==> src/rtl/dram_rowcol_pkg.sv <==
// Shared types for the DRAM row/column multiplexer.
// Assumes: one access sequence per E-high phase.
package dram_rowcol_pkg;

    // Phases of one access, in the order they occur.
    typedef enum logic [2:0] {
        SQ_IDLE    = 3'd0,
        SQ_SETUP   = 3'd1,
        SQ_ROWHOLD = 3'd2,
        SQ_COLSET  = 3'd3,
        SQ_COLACT  = 3'd4
    } seq_state_t;

endpackage

==> src/rtl/dram_rc_map.sv <==
// Combinational split of a captured offset/bank pair into row and column words.
// Assumes: offset bit 0 is a byte select and never appears on the bus.
// The row carries offset bits above bit 0 plus the top bank bit. The column
// carries the remaining offset bits, then the lower bank bits, then the top bank bit again.
module dram_rc_map #(
    parameter int OFS_W  = 13,
    parameter int BANK_W = 5,
    parameter int BUS_W  = 9
) (
    input  logic [OFS_W-1:0]  ofs,
    input  logic [BANK_W-1:0] bank,
    output logic [BUS_W-1:0]  row_word,
    output logic [BUS_W-1:0]  col_word
);
    localparam int ROW_OFS_N = BUS_W - 1;
    localparam int COL_OFS_N = OFS_W - 1 - ROW_OFS_N;
    localparam int COL_BNK_N = BANK_W - 1;

    // Row bits: offset bits 1..ROW_OFS_N in order.
    for (genvar i = 0; i < ROW_OFS_N; i++) begin : g_row
        assign row_word[i] = ofs[i+1];
    end
    // Row top bit: most significant bank bit.
    assign row_word[BUS_W-1] = bank[BANK_W-1];

    // Column low bits: upper offset bits in order.
    for (genvar i = 0; i < COL_OFS_N; i++) begin : g_col_ofs
        assign col_word[i] = ofs[ROW_OFS_N+1+i];
    end
    // Column middle bits: lower bank bits in order.
    for (genvar j = 0; j < COL_BNK_N; j++) begin : g_col_bank
        assign col_word[COL_OFS_N+j] = bank[j];
    end
    // Column top bit: most significant bank bit repeated.
    assign col_word[BUS_W-1] = bank[BANK_W-1];

endmodule

==> src/rtl/dram_strobe_seq.sv <==
// Strobe sequencer driven by the sampled bus-phase signal E.
// Assumes: all timing parameters are >= 1. E is synchronous to clk.
// Starts an access on the edge that sees E rise with a request present.
// Walks setup, row hold, column setup and column active. Returns idle
// whenever E is sampled low.
module dram_strobe_seq
    import dram_rowcol_pkg::*;
#(
    parameter int ROW_SETUP_CYC = 1,
    parameter int ROW_HOLD_CYC  = 2,
    parameter int COL_SETUP_CYC = 1
) (
    input  logic clk,
    input  logic rst_n,
    input  logic e_phase,
    input  logic req,
    output logic start,
    output logic ras_act,
    output logic cas_act,
    output logic col_sel
);
    localparam int MAX_CYC = (ROW_SETUP_CYC > ROW_HOLD_CYC)
                           ? ((ROW_SETUP_CYC > COL_SETUP_CYC) ? ROW_SETUP_CYC : COL_SETUP_CYC)
                           : ((ROW_HOLD_CYC  > COL_SETUP_CYC) ? ROW_HOLD_CYC  : COL_SETUP_CYC);
    localparam int CNT_W = (MAX_CYC > 1) ? $clog2(MAX_CYC) : 1;
    localparam logic [CNT_W-1:0] LD_SETUP = CNT_W'(ROW_SETUP_CYC - 1);
    localparam logic [CNT_W-1:0] LD_HOLD  = CNT_W'(ROW_HOLD_CYC - 1);
    localparam logic [CNT_W-1:0] LD_COL   = CNT_W'(COL_SETUP_CYC - 1);

    seq_state_t       st;
    logic [CNT_W-1:0] cnt;
    logic             e_d;
    logic             e_rise;

    // Rising edge of the sampled phase signal.
    assign e_rise = e_phase && !e_d;
    // Start pulse: idle, E just rose, request present.
    assign start  = (st == SQ_IDLE) && e_rise && req;

    // Phase sampler, state register and interval counter.
    always_ff @(posedge clk) begin
        if (!rst_n) begin
            e_d <= 1'b0;
            st  <= SQ_IDLE;
            cnt <= '0;
        end else begin
            e_d <= e_phase;
            if (!e_phase) begin
                st  <= SQ_IDLE;
                cnt <= '0;
            end else begin
                unique case (st)
                    SQ_IDLE: begin
                        if (start) begin
                            st  <= SQ_SETUP;
                            cnt <= LD_SETUP;
                        end
                    end
                    SQ_SETUP: begin
                        if (cnt == '0) begin
                            st  <= SQ_ROWHOLD;
                            cnt <= LD_HOLD;
                        end else begin
                            cnt <= cnt - 1'b1;
                        end
                    end
                    SQ_ROWHOLD: begin
                        if (cnt == '0) begin
                            st  <= SQ_COLSET;
                            cnt <= LD_COL;
                        end else begin
                            cnt <= cnt - 1'b1;
                        end
                    end
                    SQ_COLSET: begin
                        if (cnt == '0) begin
                            st <= SQ_COLACT;
                        end else begin
                            cnt <= cnt - 1'b1;
                        end
                    end
                    SQ_COLACT: st <= SQ_COLACT;
                    default:   st <= SQ_IDLE;
                endcase
            end
        end
    end

    // Strobe and bus-select decode from the current state.
    always_comb begin
        ras_act = (st == SQ_ROWHOLD) || (st == SQ_COLSET) || (st == SQ_COLACT);
        cas_act = (st == SQ_COLACT);
        col_sel = (st == SQ_COLSET) || (st == SQ_COLACT);
    end

endmodule

==> src/rtl/dram_access_latch.sv <==
// Holds the offset, bank and direction of the access in progress.
// Assumes: load is a one-cycle pulse at the start of an access.
module dram_access_latch #(
    parameter int OFS_W  = 13,
    parameter int BANK_W = 5
) (
    input  logic              clk,
    input  logic              rst_n,
    input  logic              load,
    input  logic [OFS_W-1:0]  ofs_in,
    input  logic [BANK_W-1:0] bank_in,
    input  logic              wr_in,
    output logic [OFS_W-1:0]  ofs_q,
    output logic [BANK_W-1:0] bank_q,
    output logic              wr_q
);
    // Capture the access fields on the start pulse only.
    always_ff @(posedge clk) begin
        if (!rst_n) begin
            ofs_q  <= '0;
            bank_q <= '0;
            wr_q   <= 1'b0;
        end else if (load) begin
            ofs_q  <= ofs_in;
            bank_q <= bank_in;
            wr_q   <= wr_in;
        end
    end

endmodule

==> src/rtl/dram_rowcol_mux.sv <==
// Top level: forms the multiplexed DRAM address and the RAS/CAS/byte-write strobes
// for one CPU access per E-high phase.
// Assumes: synchronous active-low reset; e_phase, req, wr and address are synchronous to clk.
module dram_rowcol_mux #(
    parameter int OFS_W         = 13,
    parameter int BANK_W        = 5,
    parameter int BUS_W         = 9,
    parameter int ROW_SETUP_CYC = 1,
    parameter int ROW_HOLD_CYC  = 2,
    parameter int COL_SETUP_CYC = 1
) (
    input  logic              clk,
    input  logic              rst_n,
    input  logic              e_phase,
    input  logic              req,
    input  logic              wr,
    input  logic [OFS_W-1:0]  cpu_ofs,
    input  logic [BANK_W-1:0] bank_sel,
    output logic [BUS_W-1:0]  dram_addr,
    output logic              ras_n,
    output logic              cas_n,
    output logic              we_even_n,
    output logic              we_odd_n
);
    logic              start;
    logic              ras_act;
    logic              cas_act;
    logic              col_sel;
    logic [OFS_W-1:0]  ofs_q;
    logic [BANK_W-1:0] bank_q;
    logic              wr_q;
    logic [BUS_W-1:0]  row_word;
    logic [BUS_W-1:0]  col_word;
    logic              we_act;

    dram_strobe_seq #(
        .ROW_SETUP_CYC (ROW_SETUP_CYC),
        .ROW_HOLD_CYC  (ROW_HOLD_CYC),
        .COL_SETUP_CYC (COL_SETUP_CYC)
    ) u_seq (
        .clk     (clk),
        .rst_n   (rst_n),
        .e_phase (e_phase),
        .req     (req),
        .start   (start),
        .ras_act (ras_act),
        .cas_act (cas_act),
        .col_sel (col_sel)
    );

    dram_access_latch #(
        .OFS_W  (OFS_W),
        .BANK_W (BANK_W)
    ) u_latch (
        .clk     (clk),
        .rst_n   (rst_n),
        .load    (start),
        .ofs_in  (cpu_ofs),
        .bank_in (bank_sel),
        .wr_in   (wr),
        .ofs_q   (ofs_q),
        .bank_q  (bank_q),
        .wr_q    (wr_q)
    );

    dram_rc_map #(
        .OFS_W  (OFS_W),
        .BANK_W (BANK_W),
        .BUS_W  (BUS_W)
    ) u_map (
        .ofs      (ofs_q),
        .bank     (bank_q),
        .row_word (row_word),
        .col_word (col_word)
    );

    // Bus select, active-low strobes and byte-lane write enable steering.
    always_comb begin
        dram_addr = col_sel ? col_word : row_word;
        we_act    = col_sel && wr_q;
        ras_n     = !ras_act;
        cas_n     = !cas_act;
        we_even_n = !(we_act && !ofs_q[0]);
        we_odd_n  = !(we_act &&  ofs_q[0]);
    end

endmodule

==> config.mk <==
export PLATFORM = sky130hd
export DESIGN_NAME = dram_rowcol_mux
export DESIGN_NICKNAME = d
export VERILOG_FILES = /design/src/rtl/dram_rowcol_pkg.sv /design/src/rtl/dram_rc_map.sv /design/src/rtl/dram_strobe_seq.sv /design/src/rtl/dram_access_latch.sv /design/src/rtl/dram_rowcol_mux.sv
export SDC_FILE = /design/constraint.sdc
export NUM_CORES = 1
export LEC_CHECK = 0
export BUFFER_PORTS_ARGS = -buffer_cell sky130_fd_sc_hd__buf_2
export CAP_MARGIN = 20
export CORE_UTILIZATION = 49
export CTS_CLUSTER_DIAMETER = 100
export CTS_CLUSTER_SIZE = 30
export DETAILED_ROUTE_END_ITERATION = 12
export PLACE_DENSITY = 0.85
export SLEW_MARGIN = 20
export SYNTH_ARGS = -nofsm -noshare
export SYNTH_HDL_FRONTEND = slang
export SYNTH_SLANG_ARGS = --single-unit
==> constraint.sdc <==
create_clock -name clk -period 1.8 [get_ports clk]
set_input_delay 0.36 -clock clk [delete_from_list [all_inputs] [get_ports clk]]
set_output_delay 0.36 -clock clk [all_outputs]
set_load 0.005 [all_outputs]
==> results.sh <==
export IMPL_gr_max_usage_layer="met2"
export IMPL_power_density_mw_per_mm2=702.5
export IMPL_grt_start_max_net_pins=25
export IMPL_drive_gt1_frac=0.4049
export IMPL_drc=0
export IMPL_slew_headroom=0.7445
export IMPL_synth_cells=123
export IMPL_cts_tree="done"
export IMPL_ys_flop_type="dfxtp_1"
export IMPL_htree_levels=1
export IMPL_met2_usage=0.3844
export IMPL_p_switching_w=0.0002353
export IMPL_fin_nets=187
export IMPL_netlist_area_sq_mm=0.001156
export IMPL_leakage_nw=0.6611
export IMPL_synthesis_nets=146
export IMPL_grt_pass1_wl_um=4077
export IMPL_syn_to_final_growth_pct=34.20
export IMPL_grt_pass1_vias=954
export IMPL_avgRoutedWirePerCell_um=12.86
export IMPL_hold_buffers=0
export IMPL_start_kind="flop"
export IMPL_grt_util_met1=0.2375
export IMPL_core_sq_mm=0.002212
export IMPL_r2r_start="u_seq.st[2]"
export IMPL_clockBufferDepth=2
export IMPL_rsz0062_at_grt="true"
export IMPL_peakVddDrop_mv=0.5155
export IMPL_die_w_um=50.58
export IMPL_fmax_mhz=502.8
export IMPL_fin_ws_ns=-0.1890
export IMPL_ant_nets=0
export IMPL_critPathMaxFanout=4
export IMPL_hold_path_startpoint="bank_sel[4]"
export IMPL_final_hold_viol_count=0
export IMPL_place_gp_congestion=0.7551
export IMPL_critPathBufInv=2
export IMPL_port_buffers=35
export IMPL_vias=994
export IMPL_ys_warnings_count=0
export IMPL_viasPerCell=5.204
export IMPL_ios=36
export IMPL_r2r_end="u_latch.bank_q[2]"
export IMPL_comb_power_share=0.129
export IMPL_setup_viol=10
export IMPL_finalCriticalPeriod_ns=1.989
export IMPL_die_h_um=50.58
export IMPL_r2r_slack_ns=0.28
export IMPL_dp_hpwl_um=1778
export IMPL_final_cell_area_sq_mm=0.001551
export IMPL_min_path_type="in -> reg"
export IMPL_clock_sinks=24
export IMPL_synth_edff_count=0
export IMPL_required_ns=1.44
export IMPL_path_delay_family="flip-flops"
export IMPL_fp_row_count=17
export IMPL_max_cap_viol_count=0
export IMPL_grt_use_met3=0.04242
export IMPL_final_cell_mix="40 x nand2_1, 28 x buf_2, 21 x dfxtp_1"
export IMPL_insertion_delay_ns=0.31
export IMPL_cp_slowest_cell="dfxtp_4"
export IMPL_ys_seq_area_frac=0.4156
export IMPL_fin_crit_sh=1.105
export IMPL_grt_usage=0.2118
export IMPL_synth_cell_type_count=24
export IMPL_path_clk_slew_ns=0.13
export IMPL_crit_arrival_ns=1.63
export IMPL_start_util=0.5226
export IMPL_tightest_slew_ns=0.3833
export IMPL_clock_skew_ns=0.001712
export IMPL_ff2ff_path_depth=4
export IMPL_syn_avg_cell_area_sq_um=9.399
export IMPL_mostFrequentLayoutCell="nand2_1"
export IMPL_first_pass_iters=4
export IMPL_routed_wl_um=2456
export IMPL_drv_slew=0
export IMPL_cts_buffers=3
export IMPL_holdPathEnd="u_latch.bank_q[4]"
export IMPL_clkPwrFrac=0.353
export IMPL_synthArstFlopShare=0
export IMPL_swShare=0.2159
export IMPL_finalSetupTns_ns=-1.590
export IMPL_crit_type="reg -> out"
export IMPL_yosys_register_bits=24
export IMPL_violations="negative setup slack"
export IMPL_worstSetupEndpointType="primary output"
export IMPL_n_antenna_cell=0
export IMPL_drt_iter0_markers=11
export IMPL_placed_area_sq_mm=0.001388
export IMPL_crit_chain="nor2b_4, a22o_4, clkbuf_16, mux2_4, buf_6"
export IMPL_hold_depth=3
export IMPL_slowest_delay_ns=0.38
export IMPL_antenna_found_initial=0
export IMPL_root_buffer="clkbuf_4"
export IMPL_p_int_w=0.0008547
export IMPL_power_frac_seq=0.518
export IMPL_status="finished, violations left"
export IMPL_die_area_sq_mm=0.002558
export IMPL_grt_overflow=0
==> sequential cells by signal (all words and copies together), names as in the netlist <==
register        cells
u_seq.e_d           1
u_latch.ofs_q      13
u_latch.wr_q        1
u_seq.st            3
u_latch.bank_q      5
u_seq.cnt           1
==> cell usage after synthesis, types with 2 or more instances <==
library cell	number	area share
dfxtp_1	24	0.42
clkbuf_1	3	0.0097
mux2_4	8	0.10
nand2_1	40	0.13
mux2i_1	20	0.17
nand3_1	2	0.0087
a21oi_1	3	0.013
buf_4	2	0.013
buf_2	3	0.013
nand3b_1	3	0.019
nor2b_1	2	0.011
==> layer usage <==
layer	part of all wire	vias up
li1	-	493
met1	0.42	471
met2	0.54	28
met3	0.035	2
met4	0.0033	0
met5	0	-
==> power by group through the flow <==
stage          combinational [W]  clock, W  sequential (W)
2_1_floorplan          0.0000823         0        0.000575
3_3_place_gp            0.000123         0        0.000576
3_5_place_dp            0.000129         0        0.000578
4_1_cts                 0.000139  0.000395        0.000565
5_1_grt                 0.000155  0.000412        0.000568
6_report                0.000140  0.000385        0.000565
==> cell families (layout without fill, tap and decap cells) <==
| logic type | Yosys count | after routing | synth area share |
|---|---|---|---|
| compound gates | 6 | 6 | 0.03355 |
| xor+xnor | 1 | 1 | 0.007577 |
| buf+inv | 11 | 51 | 0.06167 |
| flops | 24 | 24 | 0.4156 |
| mux | 28 | 28 | 0.2771 |
| simple gates | 53 | 53 | 0.2045 |
==> worst max-delay path by stage <==
| stage | startpoint | endpoint | slack [ns] | cells after the start |
|---|---|---|---|---|
| finish | u_seq.st[0] | dram_addr[7] | -0.19 | 5 |
| global placement | u_seq.st[1] | dram_addr[2] | 0.15 | 5 |
| CTS | u_seq.st[1] | dram_addr[2] | -0.20 | 5 |
| detailed placement | u_seq.st[1] | dram_addr[2] | 0.07 | 5 |
| floorplan | u_seq.st[0] | dram_addr[0] | 0.22 | 4 |
| global route | u_seq.st[0] | dram_addr[4] | -0.23 | 5 |
==> what timing repair did <==
action	CTS	global route
setup buffers	1	0
gates cloned	0	1
hold endpoints to repair	0	0
gates resized for setup	12	6
pin swaps	1	1
setup endpoints to repair	10	10
==> layout make-up <==
class,count,area [sq um]
fill,180,660.6
multi-input combinational,88,639.4
sequential,24,489.2
timing repair buffer,46,331.6
tap,28,35.03
clock inverter,1,30.03
clock buffer,3,22.52
inverter,1,3.754
==> per-stage QoR <==
| stage | std cells | hold slack [ns] | setup WS [ns] | power [W] | util |
|---|---|---|---|---|---|
| 3_3_place_gp | 185 | 0.4413 | 0.1457 | 0.0006991 | 0.6273 |
| 5_1_grt | 191 | 0.2630 | -0.2315 | 0.001134 | 0.7014 |
| 2_1_floorplan | 123 | 0.4342 | 0.2156 | 0.0006570 | - |
| 6_report | 191 | 0.2737 | -0.1890 | 0.001090 | 0.7014 |
| 3_5_place_dp | 185 | 0.4515 | 0.06952 | 0.0007074 | 0.6273 |
| 4_1_cts | 190 | 0.2663 | -0.1956 | 0.001100 | 0.6793 |
==> worst reg2reg max path, delay by kind of cell (launching register included) <==
family                 cells  cell delay, ns
buffers and inverters      2            0.49
DFF                        1            0.38
and+or+nand+nor            1            0.30
muxes                      1            0.28
(Power assumes the default switching activity.)
